===== src/rtl/casc_pkg.sv =====
package casc_pkg;

  // Operation a slice performs on the next edge, in priority order.
  typedef enum logic [1:0] {
    OP_HOLD  = 2'd0,
    OP_COUNT = 2'd1,
    OP_LOAD  = 2'd2,
    OP_CLEAR = 2'd3
  } op_e;

  // Clear beats load, load beats count.
  function automatic op_e pick_op(logic clr_n, logic load_n, logic step_ok);
    if (!clr_n)       return OP_CLEAR;
    else if (!load_n) return OP_LOAD;
    else if (step_ok) return OP_COUNT;
    else              return OP_HOLD;
  endfunction

endpackage


===== src/rtl/casc_op_dec.sv =====
module casc_op_dec
  import casc_pkg::*;
(
  input  logic clr_n,
  input  logic load_n,
  input  logic en_bcast,
  input  logic en_chain,
  output logic step_ok,
  output op_e  op
);

  // Stepping needs both enables at once.
  assign step_ok = en_bcast & en_chain;
  assign op      = pick_op(clr_n, load_n, step_ok);

endmodule


===== src/rtl/casc_slice.sv =====
module casc_slice
  import casc_pkg::*;
#(
  parameter int W = 4
) (
  input  logic         clk,
  input  logic         clr_n,
  input  logic         load_n,
  input  logic         en_bcast,
  input  logic         en_chain,
  input  logic [W-1:0] din,
  output logic [W-1:0] q,
  output logic         carry
);

  localparam logic [W-1:0] ALL_ONES = '1;
  localparam logic [W-1:0] ZERO     = '0;

  logic step_ok;
  op_e  op;
  logic full_w;

  casc_op_dec u_dec (
    .clr_n   (clr_n),
    .load_n  (load_n),
    .en_bcast(en_bcast),
    .en_chain(en_chain),
    .step_ok (step_ok),
    .op      (op)
  );

  function automatic logic [W-1:0] next_val(op_e o, logic [W-1:0] cur, logic [W-1:0] ld);
    unique case (o)
      OP_CLEAR: return ZERO;
      OP_LOAD:  return ld;
      OP_COUNT: return cur + 1'b1;
      default:  return cur;
    endcase
  endfunction

  always_ff @(posedge clk) begin
    q <= next_val(op, q, din);
  end

  // Carry is gated by the chain enable only.
  assign full_w = (q == ALL_ONES);
  assign carry  = full_w & en_chain;

  p_clear_r2: assert property (@(posedge clk)
    !clr_n |=> (q == ZERO));

  p_load_r3: assert property (@(posedge clk) disable iff (!clr_n)
    (clr_n && !load_n) |=> (q == $past(din)));

  p_step_r1: assert property (@(posedge clk) disable iff (!clr_n)
    ($past(clr_n) && clr_n && load_n && en_bcast && en_chain) |=> (q == $past(q) + 1'b1));

  p_hold_r4: assert property (@(posedge clk) disable iff (!clr_n)
    ($past(clr_n) && clr_n && load_n && !(en_bcast && en_chain)) |=> $stable(q));

endmodule


===== src/rtl/casc_counter.sv =====
module casc_counter #(
  parameter int SLICES  = 4,
  parameter int SLICE_W = 4
) (
  input  logic                      clk,
  input  logic                      clr_n,
  input  logic                      load_n,
  input  logic                      cnt_en,
  input  logic                      chain_en,
  input  logic [SLICES*SLICE_W-1:0] load_val,
  output logic [SLICES*SLICE_W-1:0] count,
  output logic                      carry_out
);

  localparam int WIDTH = SLICES * SLICE_W;
  localparam logic [WIDTH-1:0] WIDE_ONES = '1;
  localparam logic [WIDTH-1:0] WIDE_ZERO = '0;

  // chain[k] is the chain enable into slice k; chain[SLICES] leaves the block.
  logic [SLICES:0] chain;
  assign chain[0] = chain_en;

  for (genvar g = 0; g < SLICES; g++) begin : g_slice
    casc_slice #(.W(SLICE_W)) u_slice (
      .clk     (clk),
      .clr_n   (clr_n),
      .load_n  (load_n),
      .en_bcast(cnt_en),
      .en_chain(chain[g]),
      .din     (load_val[g*SLICE_W +: SLICE_W]),
      .q       (count[g*SLICE_W +: SLICE_W]),
      .carry   (chain[g+1])
    );
  end

  assign carry_out = chain[SLICES];

  p_carry_full_r5: assert property (@(posedge clk) disable iff (!clr_n)
    carry_out |-> ((count == WIDE_ONES) && chain_en));

  p_wide_step_r6: assert property (@(posedge clk) disable iff (!clr_n)
    ($past(clr_n) && clr_n && load_n && cnt_en && chain_en) |=> (count == $past(count) + 1'b1));

  p_wrap_r7: assert property (@(posedge clk) disable iff (!clr_n)
    ($past(clr_n) && clr_n && load_n && cnt_en && chain_en && (count == WIDE_ONES)) |=> (count == WIDE_ZERO));

endmodule


===== config.mk =====
export PLATFORM = sky130hd
export DESIGN_NAME = casc_counter
export DESIGN_NICKNAME = d
export VERILOG_FILES = /design/src/rtl/casc_pkg.sv /design/src/rtl/casc_op_dec.sv /design/src/rtl/casc_slice.sv /design/src/rtl/casc_counter.sv
export SDC_FILE = /design/constraint.sdc
export NUM_CORES = 1
export LEC_CHECK = 0
export BUFFER_PORTS_ARGS = -buffer_cell sky130_fd_sc_hd__buf_2
export CORE_UTILIZATION = 40
export CTS_BUF_LIST = sky130_fd_sc_hd__clkbuf_4
export CTS_CLUSTER_SIZE = 8
export DETAILED_ROUTE_END_ITERATION = 8
export PLACE_DENSITY_LB_ADDON = 0.25
export SYNTH_ARGS = -nofsm -noshare
export SYNTH_HDL_FRONTEND = slang
export SYNTH_SLANG_ARGS = --single-unit

===== constraint.sdc =====
create_clock -name clk -period 1.6 [get_ports clk]
set_input_delay 0.32 -clock clk [delete_from_list [all_inputs] [get_ports clk]]
set_output_delay 0.32 -clock clk [all_outputs]
set_load 0.03 [all_outputs]

# Word-level counts from Yosys, hierarchy flattened
# Index checks and enable logic that the tools add are counted.
[op_classes]
n_eq_ne = 16
n_mux = 16
n_bitwise = 8
n_reduce_logical = 4
add_sub_neg = 4
[ops]
columns = ["operator", "count"]
rows = [
  ["4-bit case mux with 3 select lines", 4],
  ["4-bit by 1-bit adder with 4-bit output, second input constant", 4],
  ["2-bit equality test, second input constant", 8],
  ["4-bit equality test, second input constant", 4],
  ["2-bit two-way mux", 8],
  ["3-bit nonzero test", 4],
  ["1-bit bitwise AND", 8],
  ["2-bit by 1-bit equality test with 1-bit output, second input constant", 4],
  ["1-bit two-way mux", 4],
]
[totals]
register_bits = 16
wordCells = 52
output_inout_bits = 17
inputBits = 21

# Logic depth before layout (Yosys ltp)
[logic_depth]
depth_word = 10
mapped_depth = 7
mapped_depth_nobuf = 7

# By module
# Synthesis repeated with hierarchy kept, for this count alone.
[hier_totals]
hier_cells = 116
area_unflattened_um2 = 1181.1
[by_module_without_submodules]
columns = ["module", "area_per_inst_um2", "cells_each", "seq_area_each_um2", "instances"]
rows = [
  ["casc_slice", 276.5, 25, 120.1, 4],
  ["casc_op_dec", 18.8, 4, 0.0, 4],
]

# Worst setup path after synthesis
# OpenSTA, ideal clock, no wires.
[synth_path]
path_kind = "reg-to-output"
start = "register g_slice[2].u_slice.q[0]"
end = "output carry_out"
setup_slack_ps = -466
stages_incl_launch_ff = 5
t_arrival_ps = 1746
n_path_buf = 0
required_ps = 1280
path_cell_list = "edfxtp_1 -> ha_1 -> and4_1 -> nand2_1 -> nor3_1"
[synth_between]
elab_chain_cells = 3
[synth_rtl]
columns = ["element", "line", "source"]
rows = [
  ["start: declaration", "casc_slice.sv:12", "output logic [W-1:0] q,"],
  ["start signal: assignment", "casc_slice.sv:42", "q <= next_val(op, q, din);"],
  ["4-bit equality test", "casc_slice.sv:46", "assign full_w = (q == ALL_ONES);"],
  ["1-bit bitwise AND (2 in series)", "casc_slice.sv:47", "assign carry = full_w & en_chain;"],
  ["end: declaration", "casc_counter.sv:12", "output logic carry_out"],
]
# Every way passes these cells.

# Final worst setup path
[layout_path]
start = "register g_slice[0].u_slice.q[0]"
end = "register g_slice[2].u_slice.q[2], data pin"
[layout_between]
elab_chain_cells = 9
elab_cells_between_ends = 11
cone_classes = "4 x eq/ne; 4 x mux; 3 x bitwise"
[layout_rtl]
columns = ["element", "line", "source"]
rows = [
  ["start: declaration", "casc_slice.sv:12", ""],
  ["start signal: assignment", "casc_slice.sv:42", ""],
  ["4-bit equality test *", "casc_slice.sv:46", ""],
  ["1-bit bitwise AND * (2 in series)", "casc_slice.sv:47", ""],
  ["1-bit bitwise AND *", "casc_op_dec.sv:13", "assign step_ok = en_bcast & en_chain;"],
  ["1-bit two-way mux *", "casc_pkg.sv:15", "else if (step_ok) return OP_COUNT;"],
  ["2-bit two-way mux *", "casc_pkg.sv:14", "else if (!load_n) return OP_LOAD;"],
  ["2-bit two-way mux *", "casc_pkg.sv:13", "if (!clr_n) return OP_CLEAR;"],
  ["2-bit by 1-bit equality test with 1-bit output / 2-bit equality test (equally long branches)", "casc_slice.sv:33", "unique case (o)"],
  ["4-bit case mux with 3 select lines *", "casc_slice.sv:33", ""],
]
# Mark *: on every way between the ends. The rest lies on a longest branch, timed or not.
# A chain may end at the register's enable or synchronous reset.

==> reports/qor.yml <==
final_layout:
  reg_top3: "g_slice.u_slice.q x16"
  top_register: "g_slice.u_slice.q"
  filler_cell_count: 183
  largest_reg_flops: 16
  area_growth_pct: 51.1
  instances_no_fill: 184
  diodes: 0
  drive_above_1_share_pct: 52.6
  nNetsFinal: 186
die:
  io_pins: 38
  row_count: 17
  die_area_mm2: 0.00268
  fp.dieW_um: 51.8
  coreArea_mm2: 0.00228
  start_util_pct: 43.6
  die_y_um: 51.8
grt:
  grt_pass1_wl_mm: 3.96
  grtUsageTotal_pct: 21.1
  grt_pass1_vias: 891
  antenna_found_initial: 0
  grt_max_degree: 9
  overflow: 0
sta:
  final-setup-viol-count: 9
  hold_ws_ns: 0.307
  fmax_mhz: 556
  slew_violations: 0
  min_period_ns: 1.80
  finalCritPeriodShare_pct: 112
  clock_skew_ns: 0.00618
  setup_slack_ns: -0.200
  tightest_slew_ns: 0.233
  slew_headroom_pct: 84.4
  rsz0062_at_grt: "true"
  hold_violations: 0
detailed_routing:
  totalWireLength_mm: 2.59
  wl_per_cell_um: 14.1
  drc: 0
  viasPerCell: 5.16
  drt-pass1-iter-count: 4
  ant_nets: 0
  drt-initial-drc-count: 21
  via_count: 949
placed_design:
  port_buffers: 37
  place_inst: 174
  dp_hpwl_mm: 1.83
  gp_congestion: 0.789
setup_path:
  rr_startpoint: "g_slice[0].u_slice.q[0]"
  cp.required_ns: 1.66
  crit_start: "g_slice[0].u_slice.q[0]"
  end_kind: "flip-flop"
  r2r_slack_ns: -0.20
  cp.arrival_ns: 1.86
  rr_endpoint: "g_slice[2].u_slice.q[2]"
  cp-start-kind: "flip-flop"
  crit_type: "flip-flop to flip-flop"
  crit_path_max_fanout: 4
  ff2ff_path_depth: 8
synthesis:
  syn_inst: 95
  netlist_top_cells_area: "edfxtp_1 48%, ha_1 8.8%, nand2_1 5.7%"
  post-synth-top-area-cell: "edfxtp_1"
  synthDistinctLibCells: 27
  syn_area_um2: 992
  yosys_warnings: 0
  yosysSeqAreaShare_pct: 48.4
  synth_nets: 123
  synth_edf_count: 16
  synthArstFlopShare_pct: 0
  syn_area_per_cell_um2: 10.4
  synth_seq_cells: 16
  synthFlopType: "edfxtp_1"
  synth_top_area_share_pct: 48.4
pwr:
  leakage_nw: 0.688
  power_density_mw_per_mm2: 690
  ir_drop_v: 0.000629
status:
  status: "finished, violations left"
  violations: "negative setup slack"
cts:
  clock_sinks: 16
  clk_pin_slew_ns: 0.10
  cts_tree: "built"
  cts_hold_buf: 0
  clock_latency_ns: 0.29
  htreeDepth: 1
  cts_buffer_depth: 2
  cts_buffers: 3
  cts_root_buffer: "clkbuf_4"
job:
  drv_cap: 0
min_path:
  holdPathStages: 3
  hold_path.class: "primary input to flip-flop"
  hold_end: "g_slice[0].u_slice.q[1]"
  min_from: "load_val[1]"
[repair_timing]
item	in CTS	in global routing
pin swaps	5	7
resized for setup	12	8
setup buffers	6	2
setup endpoints to repair	9	13
[layer usage]
layer,up-vias,track usage [%],routed length [um]
met5,-,0,0
met4,0,8.11,48
met3,7,2.63,97
met2,29,38.5,1330
met1,441,24.8,1110
li1,472,-,-
[cell usage in the layout, fill, tap and decap left out]
cell type / n
xnor2_1: 3
and4_4: 1
ha_2: 2
o21ai_0: 4
nand2b_1: 2
buf_2: 36
a22oi_2: 2
nor3_2: 1
nand4_2: 2
nand2_4: 2
nor2_1: 3
o21a_1: 1
o21ai_1: 6
xor2_1: 5
and2_1: 1
a21oi_2: 1
ha_4: 2
clkbuf_4: 3
o21ai_2: 1
nand4_1: 1
and4_1: 1
and2_2: 1
and3_4: 1
nand3_4: 1
inv_4: 1
inv_1: 3
a22o_1: 3
o31ai_1: 1
nor2b_2: 1
nand3b_1: 1
buf_4: 21
ha_1: 3
nand2_1: 13
nand3_1: 7
buf_6: 3
edfxtp_1: 16
[cells by family (layout without fill, tap and decap cells)]
family                   Yosys count  count (layout)  synth area share, %
AO/OA/AOI/OAI                     19              19                 11.7
XOR/XNOR                           8               8                 7.06
AND/OR/NAND/NOR                   39              39                 21.3
adder cells (fa/ha/maj)            7               7                 8.83
flip-flops                        16              16                 48.4
buffers and inverters              6              67                 2.65
[per-stage QoR]
stage	util, %	power (mW)	instance area (um^2)	worst slack (ns)	TNS, ns
CTS	63.7	1.01	1450	-0.175	-0.976
global placement	58.9	0.789	1340	-0.0246	-0.0567
finish	65.9	1.03	1500	-0.200	-1.28
floorplan	-	0.679	1010	-0.307	-2.46
global route	65.9	1.08	1500	-0.273	-1.96
detailed placement	58.9	0.795	1340	-0.0748	-0.213
[worst max-delay path by stage]
stage / end / slack [ns] / cells after the start
2_1_floorplan: g_slice[2].u_slice.q[1] / -0.31 / 7
3_3_place_gp: g_slice[2].u_slice.q[1] / -0.02 / 7
3_5_place_dp: g_slice[2].u_slice.q[2] / -0.07 / 7
4_1_cts: carry_out / -0.17 / 6
5_1_grt: g_slice[2].u_slice.q[2] / -0.27 / 8
6_report: g_slice[2].u_slice.q[2] / -0.20 / 8
[worst max-delay path, stage by stage, from the launching register on]
cell and delay, ns:
edfxtp_1 0.37, ha_2 0.19, and3_4 0.19, buf_6 0.10, nand3_4 0.07, o21a_1 0.24, ha_4 0.20, a22oi_2 0.15
nor2_1 0.06
[cell usage after synthesis (2+ instances only)]
cell	instances
a22oi_1	2
nand2_1	15
nor2_1	3
o21ai_1	5
and4_1	2
edfxtp_1	16
xor2_1	5
nand3_1	8
inv_1	4
nand4_2	2
ha_1	7
nand2b_1	2
a22o_1	3
xnor2_1	3
o21ai_0	6
[area by class of cell]
type	count	area [um^2]	share of cell area (%)
clock buffers	3	22.5	1.50
inverters	4	17.5	1.17
multi-input cells	73	572	38.1
flip-flops and latches	16	480	32.1
well taps	28	35.0	2.34
repair buffers	60	372	24.8
[power by group]
group	internal, mW	switching [mW]
clock	0.0876	0.130
combinational	0.126	0.168
sequential	0.498	0.0243
total	0.712	0.323
Power figures use the tool's default switching activity.
